**config.mk**
```make
export PLATFORM = sky130hd
export DESIGN_NAME = cc_timer
export DESIGN_NICKNAME = d
export VERILOG_FILES = /design/src/rtl/cct_pkg.sv /design/src/rtl/cct_edge_sync.sv /design/src/rtl/cct_core.sv /design/src/rtl/cct_flags.sv /design/src/rtl/cc_timer.sv
export SDC_FILE = /design/constraint.sdc
export NUM_CORES = 1
export LEC_CHECK = 0
export ABC_AREA = 0
export BUFFER_PORTS_ARGS = -buffer_cell sky130_fd_sc_hd__buf_2
export CORE_MARGIN = 2
export CORE_UTILIZATION = 45
export DETAILED_ROUTE_END_ITERATION = 8
export MAX_ROUTING_LAYER = met4
export PLACE_DENSITY = 0.68
export SLEW_MARGIN = 20
export SYNTH_ARGS = -nofsm -noshare
export SYNTH_HDL_FRONTEND = slang
export SYNTH_SLANG_ARGS = --single-unit
export TNS_END_PERCENT = 20
```
**constraint.sdc**
```tcl
create_clock -name clk -period 5.1 [get_ports clk]
set_clock_uncertainty 0.05 [all_clocks]
set_input_delay 1.02 -clock clk [delete_from_list [all_inputs] [get_ports clk]]
set_output_delay 1.02 -clock clk [all_outputs]
set_load 0.02 [all_outputs]
```
**src/rtl/cct_pkg.sv**
```systemverilog
package cct_pkg;
   typedef enum logic [1:0] {
      MODE_FREE = 2'b00,
      MODE_CAPT = 2'b01,
      MODE_EVT  = 2'b10,
      MODE_HOLD = 2'b11
   } cct_mode_e;

   typedef enum logic [1:0] {
      EDGE_NONE = 2'b00,
      EDGE_RISE = 2'b01,
      EDGE_FALL = 2'b10,
      EDGE_BOTH = 2'b11
   } cct_edge_e;

   localparam int FLAG_OVF = 0;
   localparam int FLAG_CMP = 1;
   localparam int FLAG_CAP = 2;
   localparam int N_FLAGS  = 3;
endpackage

```
**src/rtl/cct_edge_sync.sv**
```systemverilog
module cct_edge_sync
   import cct_pkg::*;
#(
   parameter int STAGES = 2
) (
   input  logic       clk,
   input  logic       rst_n,
   input  logic       pin_i,
   input  logic [1:0] sel_i,
   output logic       evt_o
);
   localparam int CHAIN = STAGES + 1;

   generate
      if (STAGES < 2) begin : g_bad_stages
         $error("cct_edge_sync: STAGES must be at least 2");
      end
   endgenerate

   logic [CHAIN-1:0] chain_q;
   logic             lvl, prev, rise, fall;

   always_ff @(posedge clk or negedge rst_n) begin
      if (!rst_n) chain_q <= '0;
      else        chain_q <= {chain_q[CHAIN-2:0], pin_i};
   end

   assign lvl  = chain_q[STAGES-1];
   assign prev = chain_q[STAGES];
   assign rise = lvl & ~prev;
   assign fall = ~lvl & prev;

   always_comb begin
      case (sel_i)
         EDGE_RISE: evt_o = rise;
         EDGE_FALL: evt_o = fall;
         EDGE_BOTH: evt_o = rise | fall;
         default:   evt_o = 1'b0;
      endcase
   end
endmodule

```
**src/rtl/cct_core.sv**
```systemverilog
module cct_core
   import cct_pkg::*;
#(
   parameter int W = 16
) (
   input  logic                clk,
   input  logic                rst_n,
   input  logic [1:0]          mode_i,
   input  logic [W-1:0]        top_i,
   input  logic [W-1:0]        cmp_i,
   input  logic                clr_on_cap_i,
   input  logic                evt_i,
   output logic [W-1:0]        cnt_o,
   output logic [N_FLAGS-1:0]  set_o,
   output logic [W-1:0]        cap_o,
   output logic [W-1:0]        res_o
);
   localparam logic [W-1:0] ONE = W'(1);

   logic [W-1:0] cnt_q, cnt_d, ecnt_q, ecnt_d, cap_q, cap_d, res_q, res_d;
   logic         at_top;

   assign at_top = (cnt_q >= top_i);

   always_comb begin
      cnt_d  = cnt_q;
      ecnt_d = ecnt_q;
      cap_d  = cap_q;
      res_d  = res_q;
      set_o  = '0;
      case (mode_i)
         MODE_FREE: begin
            set_o[FLAG_OVF] = at_top;
            set_o[FLAG_CMP] = (cnt_q == cmp_i);
            cnt_d           = at_top ? '0 : cnt_q + ONE;
         end
         MODE_CAPT: begin
            set_o[FLAG_OVF] = at_top;
            if (evt_i) begin
               cap_d           = cnt_q;
               set_o[FLAG_CAP] = 1'b1;
            end
            if ((evt_i && clr_on_cap_i) || at_top) cnt_d = '0;
            else                                    cnt_d = cnt_q + ONE;
         end
         MODE_EVT: begin
            if (at_top) begin
               set_o[FLAG_OVF] = 1'b1;
               res_d           = ecnt_q;
               ecnt_d          = W'(evt_i);
               cnt_d           = '0;
            end else begin
               ecnt_d = ecnt_q + W'(evt_i);
               cnt_d  = cnt_q + ONE;
            end
         end
         default: ;
      endcase
   end

   always_ff @(posedge clk or negedge rst_n) begin
      if (!rst_n) begin
         cnt_q  <= '0;
         ecnt_q <= '0;
         cap_q  <= '0;
         res_q  <= '0;
      end else begin
         cnt_q  <= cnt_d;
         ecnt_q <= ecnt_d;
         cap_q  <= cap_d;
         res_q  <= res_d;
      end
   end

   assign cnt_o = cnt_q;
   assign cap_o = cap_q;
   assign res_o = res_q;

   AST_FREE_WRAP: assert property (@(posedge clk) disable iff (!rst_n)
      (mode_i == MODE_FREE && cnt_q >= top_i) |=> (cnt_q == '0));
   AST_CAP_LATCH: assert property (@(posedge clk) disable iff (!rst_n)
      (mode_i == MODE_CAPT && evt_i) |=> (cap_q == $past(cnt_q)));
   AST_WIN_LATCH: assert property (@(posedge clk) disable iff (!rst_n)
      (mode_i == MODE_EVT && cnt_q >= top_i) |=> (res_q == $past(ecnt_q)));
   AST_HOLD_FROZEN: assert property (@(posedge clk) disable iff (!rst_n)
      (mode_i == MODE_HOLD) |=> (cnt_q == $past(cnt_q) && ecnt_q == $past(ecnt_q)));
endmodule

```
**src/rtl/cct_flags.sv**
```systemverilog
module cct_flags #(
   parameter int N = 3
) (
   input  logic         clk,
   input  logic         rst_n,
   input  logic [N-1:0] set_i,
   input  logic [N-1:0] clr_i,
   input  logic [N-1:0] ie_i,
   output logic [N-1:0] flag_o,
   output logic         irq_o
);
   logic [N-1:0] flag_q;

   generate
      for (genvar g = 0; g < N; g++) begin : g_flag
         always_ff @(posedge clk or negedge rst_n) begin
            if (!rst_n) flag_q[g] <= 1'b0;
            else        flag_q[g] <= set_i[g] | (flag_q[g] & ~clr_i[g]);
         end

         AST_FLAG_STICKY: assert property (@(posedge clk) disable iff (!rst_n)
            (flag_q[g] && !clr_i[g]) |=> flag_q[g]);
         AST_SET_WINS: assert property (@(posedge clk) disable iff (!rst_n)
            set_i[g] |=> flag_q[g]);
      end
   endgenerate

   assign flag_o = flag_q;
   assign irq_o  = |(flag_q & ie_i);
endmodule

```
**src/rtl/cc_timer.sv**
```systemverilog
module cc_timer
   import cct_pkg::*;
#(
   parameter int W           = 16,
   parameter int SYNC_STAGES = 2
) (
   input  logic         clk,
   input  logic         rst_n,
   input  logic [1:0]   cfg_mode,
   input  logic [1:0]   cfg_edge,
   input  logic [W-1:0] cfg_top,
   input  logic [W-1:0] cfg_cmp,
   input  logic         cfg_clr_on_cap,
   input  logic         cfg_pol,
   input  logic         cfg_pwm_en,
   input  logic         cfg_ie_ovf,
   input  logic         cfg_ie_cmp,
   input  logic         cfg_ie_cap,
   input  logic         cap_pin,
   input  logic [2:0]   flag_clr,
   output logic         pwm_out,
   output logic         flag_ovf,
   output logic         flag_cmp,
   output logic         flag_cap,
   output logic         irq,
   output logic [W-1:0] cap_val,
   output logic [W-1:0] evt_result
);
   generate
      if (W != 16 && W != 32) begin : g_bad_width
         $error("cc_timer: W must be 16 or 32");
      end
   endgenerate

   logic                evt;
   logic [W-1:0]        cnt;
   logic [N_FLAGS-1:0]  set_vec, flags, ie_vec;

   cct_edge_sync #(.STAGES(SYNC_STAGES)) u_edge (
      .clk   (clk),
      .rst_n (rst_n),
      .pin_i (cap_pin),
      .sel_i (cfg_edge),
      .evt_o (evt)
   );

   cct_core #(.W(W)) u_core (
      .clk          (clk),
      .rst_n        (rst_n),
      .mode_i       (cfg_mode),
      .top_i        (cfg_top),
      .cmp_i        (cfg_cmp),
      .clr_on_cap_i (cfg_clr_on_cap),
      .evt_i        (evt),
      .cnt_o        (cnt),
      .set_o        (set_vec),
      .cap_o        (cap_val),
      .res_o        (evt_result)
   );

   assign ie_vec[FLAG_OVF] = cfg_ie_ovf;
   assign ie_vec[FLAG_CMP] = cfg_ie_cmp;
   assign ie_vec[FLAG_CAP] = cfg_ie_cap;

   cct_flags #(.N(N_FLAGS)) u_flags (
      .clk    (clk),
      .rst_n  (rst_n),
      .set_i  (set_vec),
      .clr_i  (flag_clr),
      .ie_i   (ie_vec),
      .flag_o (flags),
      .irq_o  (irq)
   );

   assign flag_ovf = flags[FLAG_OVF];
   assign flag_cmp = flags[FLAG_CMP];
   assign flag_cap = flags[FLAG_CAP];

   always_comb begin
      if (cfg_pwm_en && cfg_mode == MODE_FREE) pwm_out = (cnt < cfg_cmp) ^ cfg_pol;
      else                                     pwm_out = 1'b0;
   end

   AST_PWM_IDLE: assert property (@(posedge clk) disable iff (!rst_n)
      (!cfg_pwm_en || cfg_mode != MODE_FREE) |-> !pwm_out);
endmodule

```
# After elaboration in Yosys (flattened, before gate mapping)

Index checks and enable logic that the tools add are counted.

Muxes and demuxes: 11
Bitwise logic cells: 16
Reduce and logical (&&, ||, !) cells: 10
Eq/ne operators: 6
$lt $le $gt $ge: 2
Add/sub/neg operators: 2

Operators by type and width:

| operator                                       | number |
|---|---|
| 2-to-1 mux 16 bit                              | 3 |
| case mux 16 bit (2 select lines)               | 1 |
| adder 16 x 1 -> 16 bit                         | 1 |
| adder 16 x 1 -> 16 bit (second input constant) | 1 |
| == test 16 bit                                 | 1 |
| >= comparator 16 bit                           | 1 |
| less-than comparator 16 bit                    | 1 |
| == test 2 bit (second input constant)          | 3 |
| bitwise AND 1 bit                              | 5 |
| 2-to-1 mux 1 bit                               | 5 |
| inverter 1 bit                                 | 5 |
| == test 2 x 1 -> 1 bit (second input constant) | 2 |
| OR 1 bit                                       | 4 |
| AND reduction 2 bit                            | 2 |
| OR reduction 2 bit                             | 2 |
| bitwise AND 3 bit                              | 1 |
| case mux 1 bit (3 select lines)                | 1 |
| OR reduction 3 bit                             | 1 |
| logical AND 1 bit                              | 2 |
| logical NOT 2 bit                              | 1 |
| case mux 1 bit (2 select lines)                | 1 |
| nonzero test 2 bit                             | 1 |
| logical OR 1 bit                               | 1 |
| XOR 1 bit                                      | 1 |

Bits of input ports: 48
Register bits after elaboration: 70

# Depth between registers and ports, before layout

Gate-level depths: netlist of run 1.

Depth in word-level cells: 8
Gate-level depth with buffers: 11
Mapped depth without buffers: 11

# By module

Synthesis of run 1 repeated with hierarchy kept, for this count alone.

Cells, all modules: 427
Area total of the unflattened synthesis: 4175.3 µm²

By module, submodules not included:

| module        | cells an instance | sequential area each (µm²) | area an instance (µm²) | times used |
|---|---|---|---|---|
| cct_core      | 350               | 1601.5                     | 3498.4                 | 1 |
| cc_timer      | 54                | 0.0                        | 419.2                  | 1 |
| cct_edge_sync | 12                | 75.1                       | 133.9                  | 1 |
| cct_flags     | 11                | 75.1                       | 123.9                  | 1 |

# Worst setup path before layout of run 1

Ideal clock, no wire load.

Path kind: input port to output port
From: in cfg_cmp[11]
To: out pwm_out
Path slack: 0.841 ns
Stages: 8
Arrival: 3.189 ns
Cells stage by stage: inv_1 ha_1 and4_1 or4b_2 a21o_1 o211ai_1 xor2_1 nor4b_1

Cells in the longest elaborated chain, start to end: 3

RTL lines:

| item                        | line           | RTL |
|---|---|---|
| from (decl)                 | cc_timer.sv:12 | `input logic [W-1:0] cfg_cmp,` |
| less-than comparator 16 bit | cc_timer.sv:80 | `if (cfg_pwm_en && cfg_mode == MODE_FREE) pwm_out = (cnt < cfg_cmp) ^ cfg_pol;` |
| XOR 1 bit                   | cc_timer.sv:80 |  |
| 2-to-1 mux 1 bit            | cc_timer.sv:80 |  |
| to (decl)                   | cc_timer.sv:21 | `output logic pwm_out,` |

No other way between the ends.

# Worst setup path in the final report of run 1

Same ends and word-level chain as after synthesis.

==> impl_metrics.ini, run 1 <==
[worst_setup_path]
cp-end-kind = output pin
cp-start-kind = primary input
worst_ep_required_time_ns = 4.03
critPathKind = primary input to output pin
r2r-end = u_core.res_o[3]
regToRegSetupSlack_ns = 1.97
cp-endpoint = pwm_out
crit_fanout = 3
r2r-start = u_core.cnt_o[13]
crit_arrival_ns = 3.14
worstSetupStartpoint = cfg_cmp[11]
reg2regPathDepth = 7

[route]
drt-total-wl_mm = 8.63
routed_via_density = 5.34
drc_errors = 0
dr.pass1.iters = 4
vias = 3106
drt_iter0_drc = 128
antenna_left = 0
wl_per_cell_um = 14.8

[yosys]
synth_ff_type = dfrtp_1
synth_edf_count = 0
async_reset_ff_share_pct = 100
syn_nets = 470
synth_area_um2 = 3980
yosysSeqAreaShare_pct = 44.0
synth_cell_type_count = 46
synth_area_per_cell_um2 = 10.3
synth-seq-cells = 70
syn_inst = 385
yosysWarnings = 0

[global_route]
grt_usage_pct = 19.8
grtUsageMet1_pct = 25.1
antenna_found_initial = 0
grt_pass1_wl_mm = 15.0
grt_overflow = 0
grt_max_degree = 42
use_met3_pct = 5.30
use_met2_pct = 31.9
top_usage_layer = met2
first_global_vias = 3168

[cells_and_area]
area_growth_pct = 16.9
multiInputGateArea_um2 = 2020
layout.cells.non_filler = 582
fin_util_pct = 53.9
mostFrequentLayoutCell = buf_2
drive_gt1_share_pct = 28.1
fillers = 818
nets = 557
final-seq-area_um2 = 1750
diodes = 0
layout_common_cells = 84 x buf_2, 70 x dfrtp_1, 37 x inv_1, 37 x ha_1, 34 x nand2_1

[power_and_ir_drop]
power_density_nw_per_um2 = 350
vdd_drop_max_mv = 0.146
leakagePower_nw = 2.51
finalPower_w = 0.00163

[clock_network]
cts_inserted_buffers = 9
cts_setup_buffers = 0
cts.clk_slew.worst_paths_ns = 0.07
clock_path_buffers = 2
clock_sinks = 70
root_buffer = clkbuf_8
cts_hold_buf = 0
cts.repair.resized = 0
clk_latency_ns = 0.33
cts_tree = yes
htreeDepth = 3

[place]
io_buffers = 84
place_inst = 569
place.detailed.hpwl_mm = 6.41
gp_congestion = 0.780

[sta]
slew_viol_final = 0
fin_crit_ns = 4.21
tns_ns = 0
hold_viol = 0
maxSlewHeadroom_pct = 48.4
rsz0062_at_grt = no
fmax_mhz = 237
finalSetupViolations = 0
hold_ws_ns = 0.305
tightest_slew_ns = 0.773
finalCritPeriodShare_pct = 82.6

[floorplan]
core_area_um2 = 8640
die_area_um2 = 9610
core.rowCount = 34
ios = 85
die_h_um = 98.0
dieWidth_um = 98.0
initial_core_util_pct = 46.1

[outcome]
status = complete, no violations

[run]
drv_cap = 0

[min_path]
hold_class = register to register
==> final cells by class <==
cell class / instances / area share, %
well taps: 108 / 2.90
clock buffers: 11 / 3.04
clock inverters: 2 / 0.753
flip-flops and latches: 70 / 37.6
multi-input cells: 269 / 43.5
inverters: 37 / 2.98
repair buffers: 85 / 9.20
==> worst max-delay path, stage by stage <==
cell and delay [ns]:
buf_2 0.07, inv_1 0.03, ha_1 0.30, and4_1 0.20
or4b_2 0.63, a21o_1 0.19, o211ai_1 0.09, xor2_1 0.13
nor4b_1 0.25, buf_2 0.21
==> logic make-up after synthesis <==
kind of cell | after synthesis | share of synthesized area (%)
AO/OA/AOI/OAI | 60 | 9.43
XOR/XNOR | 14 | 3.08
adder cells (fa/ha/maj) | 37 | 11.6
buffers and inverters | 46 | 5.16
flip-flops | 70 | 44.0
multiplexers | 33 | 10.1
AND/OR/NAND/NOR | 125 | 16.6
==> per-stage QoR <==
step | worst slack (ns) | area [um^2]
2_1_floorplan | 0.841 | 3980
3_3_place_gp | 0.936 | 4480
3_5_place_dp | 0.881 | 4480
4_1_cts | 0.877 | 4650
5_1_grt | 0.700 | 4650
6_report | 0.888 | 4650
==> where the power goes <==
| part | internal (W) | switching, W |
|---|---|---|
| clock network | 0.000231 | 0.000188 |
| registers | 0.000649 | 0.0000975 |
| logic | 0.000201 | 0.000262 |
==> flip-flops by register name, indices dropped and copies added (netlist names) <==
register	cells
u_core.cnt_o	16
u_core.cap_o	16
u_edge.chain_q	3
u_core.res_o	16
u_core.ecnt_q	16
u_flags.flag_o	3
==> per-layer routing <==
layer / up-vias / routed length [um]
met5: - / 0
met4: 0 / 126
met3: 10 / 467
met2: 73 / 4020
met1: 1490 / 4010
li1: 1533 / -
==> synth_stat cells (5+ instances only) <==
library cell	count	area (um^2)
ha_1	37	463
inv_1	37	139
a21oi_1	16	80.1
nand2_1	34	128
mux2_2	24	270
nor3_1	7	35.0
nor2b_1	5	31.3
o21ai_0	19	95.1
mux2_4	8	120
nand3_1	24	120
and3_1	5	31.3
a21o_1	8	60.1
xor2_1	12	105
dfrtp_1	70	1750
nand2b_1	7	43.8
nor2_1	16	60.1
nand4_1	8	50.1
==> worst min-delay path by stage <==
stage	startpoint	end	slack [ns]	cells after the start
after floorplan	u_edge.chain_q[0]	u_edge.chain_q[1]	0.28	0
after global placement	u_edge.chain_q[0]	u_edge.chain_q[1]	0.29	0
after detailed placement	u_edge.chain_q[0]	u_edge.chain_q[1]	0.30	0
after CTS	u_edge.chain_q[0]	u_edge.chain_q[1]	0.31	0
after global routing	u_edge.chain_q[0]	u_edge.chain_q[1]	0.31	0
final	u_edge.chain_q[0]	u_edge.chain_q[1]	0.30	0
(Power assumes the default switching activity.)
==> run 2: changes to the inputs <==
==> constraint.sdc (replaced) <==
create_clock -name clk -period 4.25 [get_ports clk]
set_clock_uncertainty 0.05 [all_clocks]
set_input_delay 0.85 -clock clk [delete_from_list [all_inputs] [get_ports clk]]
set_output_delay 0.85 -clock clk [all_outputs]
set_load 0.02 [all_outputs]
==> run 2 against run 1 <==
  * Via count grew 0.39%
  * Die area is the same
  * Core utilization grew 0.81 points
  * Non-clock buffer count is the same
  * Sequential share of layout area shrank 0.56 points
  * Worst hold slack lost 0.0059 ns
  * Critical path depth is the same
  * Sequential power grew 20%
  * Global-route usage shrank 0.10 points
  * Final cell count grew 0.52%
  * Largest cell class unchanged
  * Largest power group unchanged
==> impl_metrics.ini, run 2 (synthesis results as in run 1) <==
[clock_network]
clk_latency_ns = 0.34
cts_inserted_buffers = 9
cts.repair.resized = 0
htreeDepth = 3
clock_sinks = 70
cts_hold_buf = 0
cts_setup_buffers = 0
clock_path_buffers = 2
cts_tree = yes
root_buffer = clkbuf_8
cts.clk_slew.worst_paths_ns = 0.07

[route]
dr.pass1.iters = 4
routed_via_density = 5.33
drt-total-wl_mm = 8.63
drc_errors = 0
antenna_left = 0
wl_per_cell_um = 14.7
vias = 3118
drt_iter0_drc = 114

[cells_and_area]
fillers = 796
drive_gt1_share_pct = 28.7
area_growth_pct = 18.7
mostFrequentLayoutCell = buf_2
fin_util_pct = 54.7
diodes = 0
layout_common_cells = 84 x buf_2, 70 x dfrtp_1, 37 x inv_1, 37 x ha_1, 34 x nand2_1
nets = 557
layout.cells.non_filler = 585

[sta]
hold_viol = 0
tns_ns = 0
slew_viol_final = 0
finalSetupViolations = 0
rsz0062_at_grt = no
fin_crit_ns = 3.88
hold_ws_ns = 0.299
fmax_mhz = 258
maxSlewHeadroom_pct = 49.6
tightest_slew_ns = 0.757
finalCritPeriodShare_pct = 91.4

[floorplan]
die_area_um2 = 9610
core_area_um2 = 8640
core.rowCount = 34
dieWidth_um = 98.0
initial_core_util_pct = 46.1
die_h_um = 98.0
ios = 85

[min_path]
hold_class = register to register

[worst_setup_path]
cp-end-kind = output pin
regToRegSetupSlack_ns = 1.10
worst_ep_required_time_ns = 3.35
crit_arrival_ns = 2.98
cp-start-kind = primary input
critPathKind = primary input to output pin
crit_fanout = 3

[place]
place_inst = 569
place.detailed.hpwl_mm = 6.32
gp_congestion = 0.779
io_buffers = 84

[global_route]
grt_max_degree = 52
antenna_found_initial = 0
grt_usage_pct = 19.7
grt_pass1_wl_mm = 14.9
first_global_vias = 3180
grt_overflow = 0

[power_and_ir_drop]
leakagePower_nw = 2.55
power_density_nw_per_um2 = 446
finalPower_w = 0.00211
vdd_drop_max_mv = 0.182

[outcome]
status = complete, no violations

[run]
drv_cap = 0
run 2: cell count changes in the layout (fill, tap and decap cells not counted):
| cell | delta |
|---|---|
| bufinv_16 | +2 |
| clkinv_4 | +1 |
| clkbuf_1 | -1 |
| clkinv_2 | +1 |
run 2: path summary, 6_finish.rpt:
check                                  start                 to  cells after the start
max reg2reg                 u_core.cnt_o[13]    u_core.res_o[6]                      7
min                        u_edge.chain_q[0]  u_edge.chain_q[1]                      0
max                              cfg_cmp[11]            pwm_out                     10
max in group asynchronous              rst_n  u_core.ecnt_q[13]                      2
min reg2reg                u_edge.chain_q[0]  u_edge.chain_q[1]                      0
min in group asynchronous              rst_n   u_core.ecnt_q[5]                      1
run 2: where the power goes:
part           internal [W]  switching, W  total, W
Sequential         0.000779      0.000118  0.000897
Combinational      0.000241      0.000312  0.000553
Clock              0.000405      0.000253  0.000658
run 2: through the flow:
step           area (um^2)  worst slack, ns
4_1_cts               4720            0.363
3_5_place_dp          4480            0.364
3_3_place_gp          4480            0.427
5_1_grt               4720            0.203
6_report              4720            0.367
2_1_floorplan         3980            0.331
run 2: cell type report:
cell class / instances / area [um^2] / share of cell area, %
multi-input cells: 269 / 2020 / 42.8
flip-flops and latches: 70 / 1750 / 37.1
repair buffers: 85 / 428 / 9.06
inverters: 37 / 139 / 2.94
clock buffers: 10 / 138 / 2.91
well taps: 108 / 135 / 2.86
clock inverters: 6 / 109 / 2.30
run 2: layer usage:
metal / track usage, % / routed length [um] / vias to the layer above
met5: - / 0 / -
met3: 5.01 / 390 / 5
met1: 25.5 / 4160 / 1507
li1: - / - / 1536
met4: 4.06 / 70 / 0
met2: 31.6 / 4010 / 70
run 2: critical path, cell delays in order:
cell,delay (ns)
buf_2,0.07
inv_1,0.03
ha_1,0.30
and4_1,0.21
or4b_2,0.62
a21o_1,0.18
o211ai_1,0.11
xor2_1,0.14
nor4b_1,0.26
buf_2,0.22
==> run 3: changes to the inputs <==
--- a/config.mk
+++ b/config.mk
@@ -5,7 +5,7 @@
 export SDC_FILE = /design/constraint.sdc
 export NUM_CORES = 1
 export LEC_CHECK = 0
-export ABC_AREA = 0
+export ABC_AREA = 1
 export BUFFER_PORTS_ARGS = -buffer_cell sky130_fd_sc_hd__buf_2
 export CORE_MARGIN = 2
 export CORE_UTILIZATION = 45
==> run 3 against run 2 <==
  * Clock power is 20% lower
  * Synthesized cell count is 37% higher
  * Critical endpoint unchanged
  * Sequential share of layout area is 1.1 points lower
  * Combinational power is 49% higher
  * Die area is 4.3% higher
  * Global-route usage is 0.14 points higher
  * Sequential cell count stayed put
  * Final cell count is 25% higher
  * Power is 13% higher
  * First-iteration DRC count is 20% higher
  * Via count is 14% higher
  * Non-clock buffer count is 1 higher
==> impl_metrics.ini, run 3 <==
[route]
drc_errors = 0
vias = 3560
routed_via_density = 4.87
antenna_left = 0
drt_iter0_drc = 137
drt-total-wl_mm = 9.25
wl_per_cell_um = 12.7
dr.pass1.iters = 4

[worst_setup_path]
critPathKind = primary input to output pin
critical-path-top-delay-family = simple AND/OR/NAND/NOR gates
path_depth = 15
path_cells = buf_2 > inv_1 > ha_1 > inv_1 > nor2_1 > o21ai_0 > nand2_1 > nand2_1 > nand2_1 > nand2_1 > nand2_1 > nand2_1 > nand2_1 > nor2_1 > buf_2
critPathMostFrequentCell = nand2_1
reg2regPathDepth = 13
cp.buffers_inverters = 4
worst_ep_required_time_ns = 3.35
cp-start-kind = primary input
slowest_delay_ns = 0.32
crit_arrival_ns = 2.14
cp-end-kind = output pin
crit_slowest_cell = ha_1
crit_fanout = 2

[global_route]
antenna_found_initial = 0
grt_max_degree = 40
grt_usage_pct = 19.8
grt_overflow = 0
first_global_vias = 3286
grt_pass1_wl_mm = 15.2

[yosys]
yosysSeqAreaShare_pct = 42.1
syn_inst = 529
synth_area_um2 = 4160
synth_top_cell_area_share_pct = 42.1
synth_top_family_by_area = simple AND/OR/NAND/NOR gates
synthSimpleGateAreaFrac_pct = 23.6
ys_top_cells_by_area = dfrtp_1 42%, nand2_1 12%, ha_1 11%
synth.most_common_cell = nand2_1
synth_area_per_cell_um2 = 7.86
yosysWarnings = 0
synth_compound_area_share_pct = 9.42
syn_nets = 614
synth_ff_type = dfrtp_1
synth_cell_type_count = 29
synth_common_cells = 135 x nand2_1, 92 x inv_1, 70 x dfrtp_1
synth-seq-cells = 70
synth.area.mux_share_pct = 0.542
async_reset_ff_share_pct = 100
synth_edf_count = 0
synth_xor_area_share_pct = 3.37
yosys.area.top_type = dfrtp_1
synthAdderAreaFrac_pct = 11.1

[floorplan]
dieWidth_um = 100
initial_core_util_pct = 45.6
die_h_um = 100
core_area_um2 = 9110
ios = 85
core.rowCount = 35
die_area_um2 = 10000

[sta]
finalCritPeriodShare_pct = 71.6
maxSlewHeadroom_pct = 52.0
rsz0062_at_grt = no
finalSetupViolations = 0
fin_crit_ns = 3.04
fmax_mhz = 329
slew_viol_final = 0
tightest_slew_ns = 0.719
hold_viol = 0
hold_ws_ns = 0.303
tns_ns = 0

[clock_network]
cts_hold_buf = 0
cts_tree = yes
clk_latency_ns = 0.34
clock_sinks = 70
htreeDepth = 3
cts_inserted_buffers = 9
clock_path_buffers = 2
cts.clk_slew.worst_paths_ns = 0.07
cts_setup_buffers = 0
cts.repair.resized = 0
root_buffer = clkbuf_8

[place]
place.detailed.hpwl_mm = 7.17
io_buffers = 84
place_inst = 717
gp_congestion = 0.840
placed_area_um2 = 4680

[cells_and_area]
layout.cells.non_filler = 731
mostFrequentLayoutCell = nand2_1
area_growth_pct = 17.1
layout_common_cells = 135 x nand2_1, 92 x inv_1, 84 x buf_2, 70 x dfrtp_1, 42 x o21ai_0
drive_gt1_share_pct = 19.4
diodes = 0
fillers = 886
nets = 702
fin_area_um2 = 4870

[min_path]
hold_class = register to register
min_path_cells = 0

[power_and_ir_drop]
leakagePower_nw = 2.75
vdd_drop_max_mv = 0.166
power_density_nw_per_um2 = 490

[run]
drv_cap = 0

[outcome]
status = complete, no violations
==> run 3: cell count changes in the layout (fill, tap and decap cells not counted), moves of 5 or more <==
| cell | before | now |
|---|---|---|
| a21o_1 | 8 | 1 |
| a21oi_1 | 16 | 10 |
| and3_1 | 5 | 0 |
| inv_1 | 37 | 92 |
| mux2_2 | 24 | 2 |
| mux2_4 | 8 | 0 |
| nand2_1 | 34 | 135 |
| nand2_2 | 0 | 5 |
| nand2b_1 | 7 | 0 |
| nor2_1 | 16 | 41 |
| nor2b_1 | 5 | 0 |
| o21ai_0 | 19 | 42 |
| o21ai_1 | 0 | 7 |
| o21ai_2 | 0 | 6 |
==> run 3: kinds of logic (layout without fill, tap and decap cells) <==
logic type	Yosys count	in the layout
flip-flops	70	70
AO/OA/AOI/OAI	70	70
multiplexers	2	2
buffers and inverters	103	194
AND/OR/NAND/NOR	231	231
XOR/XNOR	16	16
adder cells (fa/ha/maj)	37	37
==> run 3: report_power, final <==
part	switching [W]	internal [W]	leakage, nW
registers	0.000171	0.000867	0.906
logic	0.000516	0.000308	1.75
clock network	0.000227	0.000297	0.0956
total	0.000914	0.00147	2.75
==> run 3: stage by stage <==
step	power [W]	setup slack (ns)	utilization, %
floorplan	0.00159	1.36	-
global placement	0.00184	1.22	51.4
detailed placement	0.00188	1.20	51.4
CTS	0.00241	1.20	53.4
global route	0.00257	1.08	53.4
finish	0.00239	1.21	53.4
==> run 3: cell type report <==
class | count | area [um^2] | area share (%)
Clock inverter | 1 | 30.0 | 0.617
Clock buffer | 13 | 159 | 3.26
Inverter | 94 | 353 | 7.25
Sequential cell | 70 | 1750 | 36.0
Multi-Input combinational cell | 356 | 2000 | 41.1
Timing Repair Buffer | 86 | 435 | 8.95
Tap cell | 111 | 139 | 2.85
==> run 3: final timing paths <==
| path | from | to | slack (ns) |
|---|---|---|---|
| min reg2reg | u_edge.chain_q[0] | u_edge.chain_q[1] | 0.30 |
| min in group asynchronous | rst_n | u_flags.flag_o[1] | 0.52 |
| max reg2reg | u_core.cnt_o[9] | u_core.res_o[5] | 1.73 |
| min | u_edge.chain_q[0] | u_edge.chain_q[1] | 0.30 |
| max in group asynchronous | rst_n | u_core.ecnt_q[0] | 2.66 |
| max | cfg_cmp[1] | pwm_out | 1.21 |
==> run 3: worst reg2reg max path, delay by kind of cell (launching register included) <==
| kind | cells | cell delay (ns) |
|---|---|---|
| buffers and inverters | 2 | 0.41 |
| flip-flops | 1 | 0.47 |
| adder cells (fa/ha/maj) | 1 | 0.34 |
| AND/OR/NAND/NOR | 10 | 1.12 |
==> run 3: layer usage <==
metal / global-route usage, % / share of wire, %
met5: - / 0
met4: 7.59 / 1.2
met3: 2.58 / 3.4
met2: 31.3 / 47
met1: 26.2 / 48
